===== config.mk =====
export PLATFORM = sky130hd
export DESIGN_NAME = fault_supervisor
export DESIGN_NICKNAME = d
export VERILOG_FILES = /design/src/rtl/fsup_pkg.sv /design/src/rtl/fsup_blank.sv /design/src/rtl/fsup_window.sv /design/src/rtl/fsup_uvlo.sv /design/src/rtl/fault_supervisor.sv
export SDC_FILE = /design/constraint.sdc
export NUM_CORES = 1
export LEC_CHECK = 0
export ABC_AREA = 1
export CORE_ASPECT_RATIO = 1.2
export CORE_MARGIN = 2
export CORE_UTILIZATION = 40
export CTS_BUF_LIST = sky130_fd_sc_hd__clkbuf_4 sky130_fd_sc_hd__clkbuf_8
export DETAILED_ROUTE_END_ITERATION = 10
export PLACE_DENSITY = 0.69
export SETUP_SLACK_MARGIN = 0.4
export SKIP_CTS_REPAIR_TIMING = 1
export SYNTH_ARGS = -nofsm -noshare
export SYNTH_HDL_FRONTEND = slang
export SYNTH_SLANG_ARGS = --single-unit

===== constraint.sdc =====
create_clock -name clk -period 1.3 [get_ports clk]
set_clock_uncertainty 0.15 [all_clocks]
set_input_delay 0.13 -clock clk [delete_from_list [all_inputs] [get_ports clk]]
set_output_delay 0.13 -clock clk [all_outputs]
set_load 0.02 [all_outputs]

===== src/rtl/fsup_pkg.sv =====
package fsup_pkg;
  typedef enum logic [1:0] {
    ST_OFF   = 2'd0,
    ST_RUN   = 2'd1,
    ST_FAULT = 2'd2
  } fsup_state_e;
endpackage


===== src/rtl/fsup_blank.sv =====
module fsup_blank #(
  parameter int unsigned BLANK_CYC = 400
) (
  input  logic clk,
  input  logic rst_n,
  input  logic en_i,
  input  logic flt_i,
  output logic trip_o
);
  localparam int unsigned CW = $clog2(BLANK_CYC + 1);
  localparam logic [CW-1:0] LAST = CW'(BLANK_CYC - 1);

  logic [CW-1:0] cnt_q, cnt_d;

  always_comb begin
    cnt_d = cnt_q;
    if (!en_i || !flt_i) begin
      cnt_d = '0;
    end else if (cnt_q != LAST) begin
      cnt_d = cnt_q + 1'b1;
    end
  end

  always_ff @(posedge clk or negedge rst_n) begin
    if (!rst_n) cnt_q <= '0;
    else        cnt_q <= cnt_d;
  end

  assign trip_o = en_i && flt_i && (cnt_q == LAST);


  blank_restart_chk: assert property (@(posedge clk) disable iff (!rst_n)
    (!flt_i) |=> (cnt_q == '0));

  blank_persist_chk: assert property (@(posedge clk) disable iff (!rst_n)
    (trip_o && cnt_q != '0) |-> $past(flt_i));
endmodule


===== src/rtl/fsup_window.sv =====
module fsup_window (
  input  logic clk,
  input  logic rst_n,
  input  logic run_i,
  input  logic fb_high_i,
  input  logic tnode_window_i,
  output logic clamp_release_o,
  output logic trip_o
);
  logic rel_q, rel_d;

  always_comb rel_d = run_i && fb_high_i;

  always_ff @(posedge clk or negedge rst_n) begin
    if (!rst_n) rel_q <= 1'b0;
    else        rel_q <= rel_d;
  end

  assign clamp_release_o = rel_q;
  assign trip_o          = run_i && rel_q && tnode_window_i;


  clamp_follow_chk: assert property (@(posedge clk) disable iff (!rst_n)
    clamp_release_o |-> $past(fb_high_i));
endmodule


===== src/rtl/fsup_uvlo.sv =====
module fsup_uvlo
  import fsup_pkg::*;
(
  input  logic clk,
  input  logic rst_n,
  input  logic vcc_on_i,
  input  logic vcc_off_i,
  input  logic fault_i,
  output logic run_o,
  output logic ref_en_o,
  output logic startup_en_o,
  output logic switch_en_o,
  output logic discharge_o
);
  fsup_state_e state_q, state_d;
  logic dis_q, dis_d;

  always_comb begin
    state_d = state_q;
    unique case (state_q)
      ST_OFF:   if (vcc_on_i) state_d = ST_RUN;
      ST_RUN: begin
        if (vcc_off_i)    state_d = ST_OFF;
        else if (fault_i) state_d = ST_FAULT;
      end
      ST_FAULT: if (vcc_off_i) state_d = ST_OFF;
      default:  state_d = ST_OFF;
    endcase
    dis_d = (state_q != ST_OFF) && vcc_off_i;
  end

  always_ff @(posedge clk or negedge rst_n) begin
    if (!rst_n) begin
      state_q <= ST_OFF;
      dis_q   <= 1'b0;
    end else begin
      state_q <= state_d;
      dis_q   <= dis_d;
    end
  end

  assign run_o        = (state_q == ST_RUN);
  assign ref_en_o     = (state_q == ST_RUN);
  assign switch_en_o  = (state_q == ST_RUN);
  assign startup_en_o = (state_q == ST_OFF);
  assign discharge_o  = dis_q;


  turn_on_chk: assert property (@(posedge clk) disable iff (!rst_n)
    (startup_en_o && vcc_on_i) |=> (ref_en_o && !startup_en_o));

  turn_off_chk: assert property (@(posedge clk) disable iff (!rst_n)
    (switch_en_o && vcc_off_i) |=> (startup_en_o && discharge_o));

  off_no_pulse_chk: assert property (@(posedge clk) disable iff (!rst_n)
    startup_en_o |=> !discharge_o);

  fault_hold_chk: assert property (@(posedge clk) disable iff (!rst_n)
    (!ref_en_o && !startup_en_o && !vcc_off_i) |=> (!ref_en_o && !startup_en_o));
endmodule


===== src/rtl/fault_supervisor.sv =====
module fault_supervisor #(
  parameter int unsigned CLK_HZ   = 50_000_000,
  parameter int unsigned BLANK_NS = 8000
) (
  input  logic clk,
  input  logic rst_n,
  input  logic vcc_above_on,
  input  logic vcc_below_off,
  input  logic vcc_over,
  input  logic temp_over,
  input  logic fb_high,
  input  logic tnode_low,
  input  logic tnode_window,
  output logic ref_en,
  output logic startup_en,
  output logic switch_en,
  output logic clamp_release,
  output logic ss_discharge
);
  localparam longint unsigned BLANK_PROD = longint'(CLK_HZ) * longint'(BLANK_NS);
  localparam int unsigned BLANK_CYC = int'(BLANK_PROD / 64'd1_000_000_000);
  localparam int unsigned N_BLANKED = 2;

  logic                 run;
  logic [N_BLANKED-1:0] blank_in;
  logic [N_BLANKED-1:0] blank_trip;
  logic                 ol_trip;
  logic                 any_fault;

  // index 0: gated overvoltage, index 1: overtemperature
  assign blank_in[0] = vcc_over && (tnode_low || fb_high);
  assign blank_in[1] = temp_over;

  for (genvar gi = 0; gi < N_BLANKED; gi++) begin : g_blank
    fsup_blank #(.BLANK_CYC(BLANK_CYC)) i_blank (
      .clk    (clk),
      .rst_n  (rst_n),
      .en_i   (run),
      .flt_i  (blank_in[gi]),
      .trip_o (blank_trip[gi])
    );
  end

  fsup_window i_window (
    .clk             (clk),
    .rst_n           (rst_n),
    .run_i           (run),
    .fb_high_i       (fb_high),
    .tnode_window_i  (tnode_window),
    .clamp_release_o (clamp_release),
    .trip_o          (ol_trip)
  );

  assign any_fault = (|blank_trip) || ol_trip;

  fsup_uvlo i_uvlo (
    .clk          (clk),
    .rst_n        (rst_n),
    .vcc_on_i     (vcc_above_on),
    .vcc_off_i    (vcc_below_off),
    .fault_i      (any_fault),
    .run_o        (run),
    .ref_en_o     (ref_en),
    .startup_en_o (startup_en),
    .switch_en_o  (switch_en),
    .discharge_o  (ss_discharge)
  );


  overload_entry_chk: assert property (@(posedge clk) disable iff (!rst_n)
    (switch_en && clamp_release && tnode_window && !vcc_below_off) |=> (!ref_en && !startup_en));

  ovp_gate_chk: assert property (@(posedge clk) disable iff (!rst_n)
    (blank_trip[0]) |-> (tnode_low || fb_high));
endmodule


# After elaboration in Yosys (flattened, before gate mapping)
# Index checks and enable logic that the tools add are counted.
[op_classes]
addsub = 2
mux = 9
n_eq_ne = 9
reduce_logical = 22
[op_table]
columns = ["op", "n"]
rows = [
  ["$mux W9", 4],
  ["$add A9 B1 Y9 const B", 2],
  ["$eq A9 B9 Y1 const B", 2],
  ["$ne A9 B9 Y1 const B", 2],
  ["$logic_and A1 B1 Y1", 9],
  ["$mux W2", 4],
  ["$pmux W2 S3", 1],
  ["$reduce_bool A2 Y1", 3],
  ["$logic_or A1 B1 Y1", 4],
  ["$ne A2 B2 Y1 const B", 2],
  ["$logic_not A1 Y1", 3],
  ["$ne A3 B3 Y1 const B", 1],
  ["$reduce_and A3 Y1", 1],
  ["$eq A2 B1 Y1 const B", 1],
  ["$eq A2 B2 Y1 const B", 1],
  ["$logic_not A2 Y1", 1],
  ["$reduce_or A2 Y1", 1],
]
[totals]
ff_bits = 22

# Logic depth before layout (Yosys ltp)
[depth]
word_depth = 9
mapped_depth = 7

# By module
# From an unflattened synthesis, not the netlist that was laid out.
[unflattened]
hier_cells = 181
hier_area_um2 = 1273.7
[modules_own_cells]
columns = ["mod", "n_inst", "seq_area_each_um2", "cells_per_inst", "area_each_um2"]
rows = [
  ["fsup_blank at g_blank[1].i_blank", 1, 225.2, 78, 550.5],
  ["fsup_blank at g_blank[0].i_blank", 1, 225.2, 73, 506.7],
  ["fsup_uvlo", 1, 75.1, 18, 147.6],
  ["fsup_window", 1, 25.0, 6, 46.3],
  ["fault_supervisor", 1, 0.0, 6, 22.5],
]

# Worst setup path after synthesis
# OpenSTA, ideal clock, no wires.
[synth_timing]
path_type = "flip-flop to flip-flop"
start = "reg i_uvlo.state_q[0]"
end = "reg i_uvlo.state_q[0]"
stages_incl_launch_ff = 8
t_required_ps = 1032
synth_period_minus_slack_ps = 1389
setup_slack_ps = -89
n_path_buf = 0
t_arrival_ps = 1121
path_cell_list = "dfrtp_1 inv_2 nor2_2 nand2_2 a21oi_2 nand3_2 nand3_1 nand2_1"
[synth_between]
elab_chain_len = 7
word_cells_on_any_way = 16
[synth_rtl]
columns = ["element", "line_no", "rtl"]
rows = [
  ["start: declaration", "fsup_uvlo.sv:15", "fsup_state_e state_q, state_d;"],
  ["start signal: assignment", "fsup_uvlo.sv:37", "state_q <= state_d;"],
  ["$eq A2 B1 Y1 (*)", "--", ""],
  ["via ref_en", "fault_supervisor.sv:14", "output logic ref_en,"],
  ["$logic_and A1 B1 Y1 (2 in a row)", "fsup_blank.sv:29", "assign trip_o = en_i && flt_i && (cnt_q == LAST);"],
  ["$reduce_or A2 Y1", "fault_supervisor.sv:54", "assign any_fault = (|blank_trip) || ol_trip;"],
  ["$logic_or A1 B1 Y1", "fault_supervisor.sv:54", ""],
  ["$ne A3 B3 Y1 (no line)", "--", ""],
  ["$reduce_and A3 Y1 (no line)", "--", ""],
]
# The timed path passes the listed nets; every way through them passes the cells marked *.
# A chain may end at the register's enable or synchronous reset.

# Final worst setup path
[layout_timing]
start = "reg g_blank[0].i_blank.cnt_q[1]"
end = "reg i_uvlo.state_q[1]"
[layout_between]
elab_chain_len = 6
[layout_rtl]
columns = ["element", "line_no", "rtl"]
rows = [
  ["start: declaration", "fsup_blank.sv:13", "logic [CW-1:0] cnt_q, cnt_d;"],
  ["start signal: assignment", "fsup_blank.sv:26", "else cnt_q <= cnt_d;"],
  ["$eq A9 B9 Y1", "fsup_blank.sv:29", ""],
  ["$logic_and A1 B1 Y1", "fsup_blank.sv:29", ""],
  ["$reduce_or A2 Y1", "fault_supervisor.sv:54", ""],
  ["$logic_or A1 B1 Y1", "fault_supervisor.sv:54", ""],
  ["$ne A3 B3 Y1 (no line)", "--", ""],
  ["$reduce_and A3 Y1 (no line)", "--", ""],
]
# Every way passes these cells.

==> results summary <==
The run finished, with violations left. The final reports fail on negative setup slack. In this run the critical register-to-register path is launched from g_blank[0].i_blank.cnt_q[1]. Headroom to the max-slew limit came out at 0.7493. Among all flip-flop cells after synthesis, the most frequent one is dfrtp_1. In this run the worst hold path is classified as input port to asynchronous set/reset pin. The maximum resistive drop on vdd is between 0.0006 and 0.0007 V.

The final layout contains 195 nets. The async set-reset flop share out of synthesis is 1.000. In this run the power density over the cells is 1228 nW/um^2.

The initial antenna violation count came out at 0. The detail-routed via count per cell is 4.986. The number of pins exceeding their max-slew limit in the final report is 0. The final worst slack is -0.09516 ns. The maximum cell stage delay along the critical path came out at 0.43 ns. The fraction of layout cells with a size suffix above 1 came out at 0.5137. The remaining number of nets flagged by the antenna check after routing came out at 0. The floorplan step set the die width to 53.34 um. The type of destination of the critical path is a register.

The routability congestion estimate from global placement is 0.8311. The post-layout minimum cycle time is roughly 1.4 ns. The first-pass GRT wire length is 4478 um. The initial core utilization is 0.4196.

The highest attainable clock frequency came out at 0.7168 GHz. The cell sitting at the root of the clock tree is a clkbuf_4. The total global routing track utilization is 0.1750. The vertical extent of the die is 63.21 um. The count of final hold-check violations came out at 0. In this design, the largest share of critical-path delay is due to simple AND/OR/NAND/NOR gates.

The standard-cell row count came out at 21. The growth of design area from synthesis to finish is 54.18%. The largest net degree at the start of global routing came out at 23. The number of synthesis warnings is 0. The post-detailed-route wirelength per cell is 12.75 um. Counting every instance in the synthesized netlist gives 140. The total power consumption of the routed design is roughly 2.2 mW.

The count of different cell masters after synthesis came out at 28. After synthesis the cells add up to around 1200 sq um. The remaining global-route overflow came out at 0. The number of fill cells in the layout is roughly 230.

The count of flip-flops with a built-in enable after synthesis is 0. Once layout is complete, the utilization of the core stands at 0.6469. Of the synthesized area, sequential elements account for 0.4711. The worst setup path startpoint is g_blank[0].i_blank.cnt_q[1]. The total number of H-tree levels came out at 1. The transition time at the pin with the least slew margin is 0.3721 ns. Dividing the final minimum period by the clock period gives 1.073. Before antenna repair, the detailed router went through 4 iterations.

TritonCTS built the clock tree. The count of max-cap constraint violations is 0. The leakage component of the power came out at between 0.7 and 0.8 nW. The post-detailed-routing wire length is 2767 um.

The number of sinks on the clock net came out at 22. The number of violations reported at the end of detailed-routing iteration 0 is 24. At the worst endpoint, the required time is 1.40 ns. The detailed placer's ending HPWL is 2049 um.

The full die area came out at 3372 sq um. Counting stages on the worst path, the most repeated cell is nand3_4. The via count of the first global-routing pass is 1085. The number of buffers added on ports is 13. At the later pin of the worst-skew pair, clock insertion delay measures 0.30 ns. At the worst endpoint, the arrival time is ~1.5 ns. The critical path in this run is classified as register to register. The hold slack is about 0.014 ns. Along the worst path, the maximum fanout reaches 4. The sum of buffers and inverters on the critical path is 0. The total DRC errors in the routed layout came out at 0. The kind of start point of the critical path is a register.

0 antenna diodes ended up in the layout. The final setup violation count is 19. The average footprint of a synthesized cell is between 8 and 9 sq um.

The clock buffer count from CTS is 3. The worst-case clock buffer depth came out at 2. The region available for standard cell placement spans 2785 sq um. The slowest stage of the critical path is the dfrtp_1 cell. Setup repair after global routing could not meet its margin everywhere. The synthesized netlist net count came out at between 150 and 200. 14 I/O pins were placed. The number of synthesized register bits came out at 22. The clock-pin slew of the registers on the worst-case setup and hold paths is 0.13 ns.

The signal on the critical path passes through ha_4 -> nand2_4 -> nor2_4 -> nand3_4 -> nand3_4 -> nand3_2 -> nand2_1. The detailed-route via count came out at 1082.
report_power, final:
part	total, mW	internal [mW]	switching, mW
Sequential	0.852	0.763	0.0893
Combinational	0.985	0.464	0.521
Clock	0.375	0.170	0.205
Total	2.21	1.40	0.815
placed cells by master, fill, tap and decap left out, drive strengths merged, types with 7 or more instances in the layout:
cell	netlist	routed
buf	1	31
dfrtp	22	22
nor2	22	22
inv	21	21
nand2	18	18
nand3	16	16
a21oi	10	10
clkdlybuf4s50	0	8
o21ai	8	8
nor3	7	7
sequential cells by signal (all words and copies together), names as in the netlist:
signal / flops
i_uvlo.discharge_o: 1
i_uvlo.state_q: 2
g_blank.i_blank.cnt_q: 18
i_window.clamp_release_o: 1
cells in the mapped netlist (2+ instances only):
cell / number / area share
o21ai_1: 3 / 0.013
inv_1: 14 / 0.045
a31oi_1: 2 / 0.011
nand2_1: 15 / 0.048
nor2_4: 2 / 0.019
nand3_2: 3 / 0.026
nor2_1: 15 / 0.048
ha_1: 2 / 0.021
inv_2: 7 / 0.022
a21oi_1: 9 / 0.039
clkinv_1: 2 / 0.0064
nand2_2: 3 / 0.016
o21ai_0: 5 / 0.021
or2_0: 2 / 0.011
nor3_1: 7 / 0.030
nor2_2: 5 / 0.027
nand3_1: 12 / 0.051
dfrtp_1: 22 / 0.47
kinds of logic after synthesis:
kind of cell	count (synthesis)	share of synthesized area
adders and majority gates	2	0.02141
xor gates and xnor gates	1	0.007496
and+or+nand+nor	67	0.3030
buffers and inverters	24	0.08031
DFF	22	0.4711
AOI/OAI and AO/OA	24	0.1167
path summary, 6_finish.rpt:
check                      slack, ns                          end  cells past startpoint
min                             0.01  g_blank[0].i_blank.cnt_q[2]                      2
max reg2reg                     -0.1            i_uvlo.state_q[1]                      7
max in group asynchronous       0.75  g_blank[1].i_blank.cnt_q[0]                      2
min in group clk                0.35           i_uvlo.discharge_o                      4
min reg2reg                     0.40  g_blank[0].i_blank.cnt_q[3]                      1
max                             -0.1            i_uvlo.state_q[1]                      7
layout make-up:
type	instances	area [sq um]	share of cell area
repair buffers	40	352.8	0.1958
flip-flops and latches	22	554.3	0.3076
clock buffers	4	36.28	0.02014
inverters	23	87.58	0.04861
well taps	34	42.54	0.02361
multi-input cells	94	728.2	0.4042
metrics by stage:
| stage | setup TNS [ns] | instance area (sq um) | instances | setup slack (ns) |
|---|---|---|---|---|
| 3_5_place_dp | -1.927 | 1565 | 207 | -0.1875 |
| 2_1_floorplan | -0.001753 | 1242 | 140 | -0.001430 |
| 4_1_cts | -3.112 | 1602 | 211 | -0.5548 |
| 5_1_grt | -2.894 | 1802 | 217 | -0.1899 |
| 6_report | -0.8930 | 1802 | 217 | -0.09516 |
| 3_3_place_gp | -1.239 | 1565 | 207 | -0.1552 |
per-layer routing:
metal	share of wire	wire (um)	global-route usage	vias up
met5	0	0	0	-
met4	0.014	38	0.06410	0
met3	0.022	60	0.02133	4
met2	0.56	1551	0.3056	12
met1	0.40	1117	0.2119	514
li1	-	-	-	552
Power figures use the tool's default switching activity.
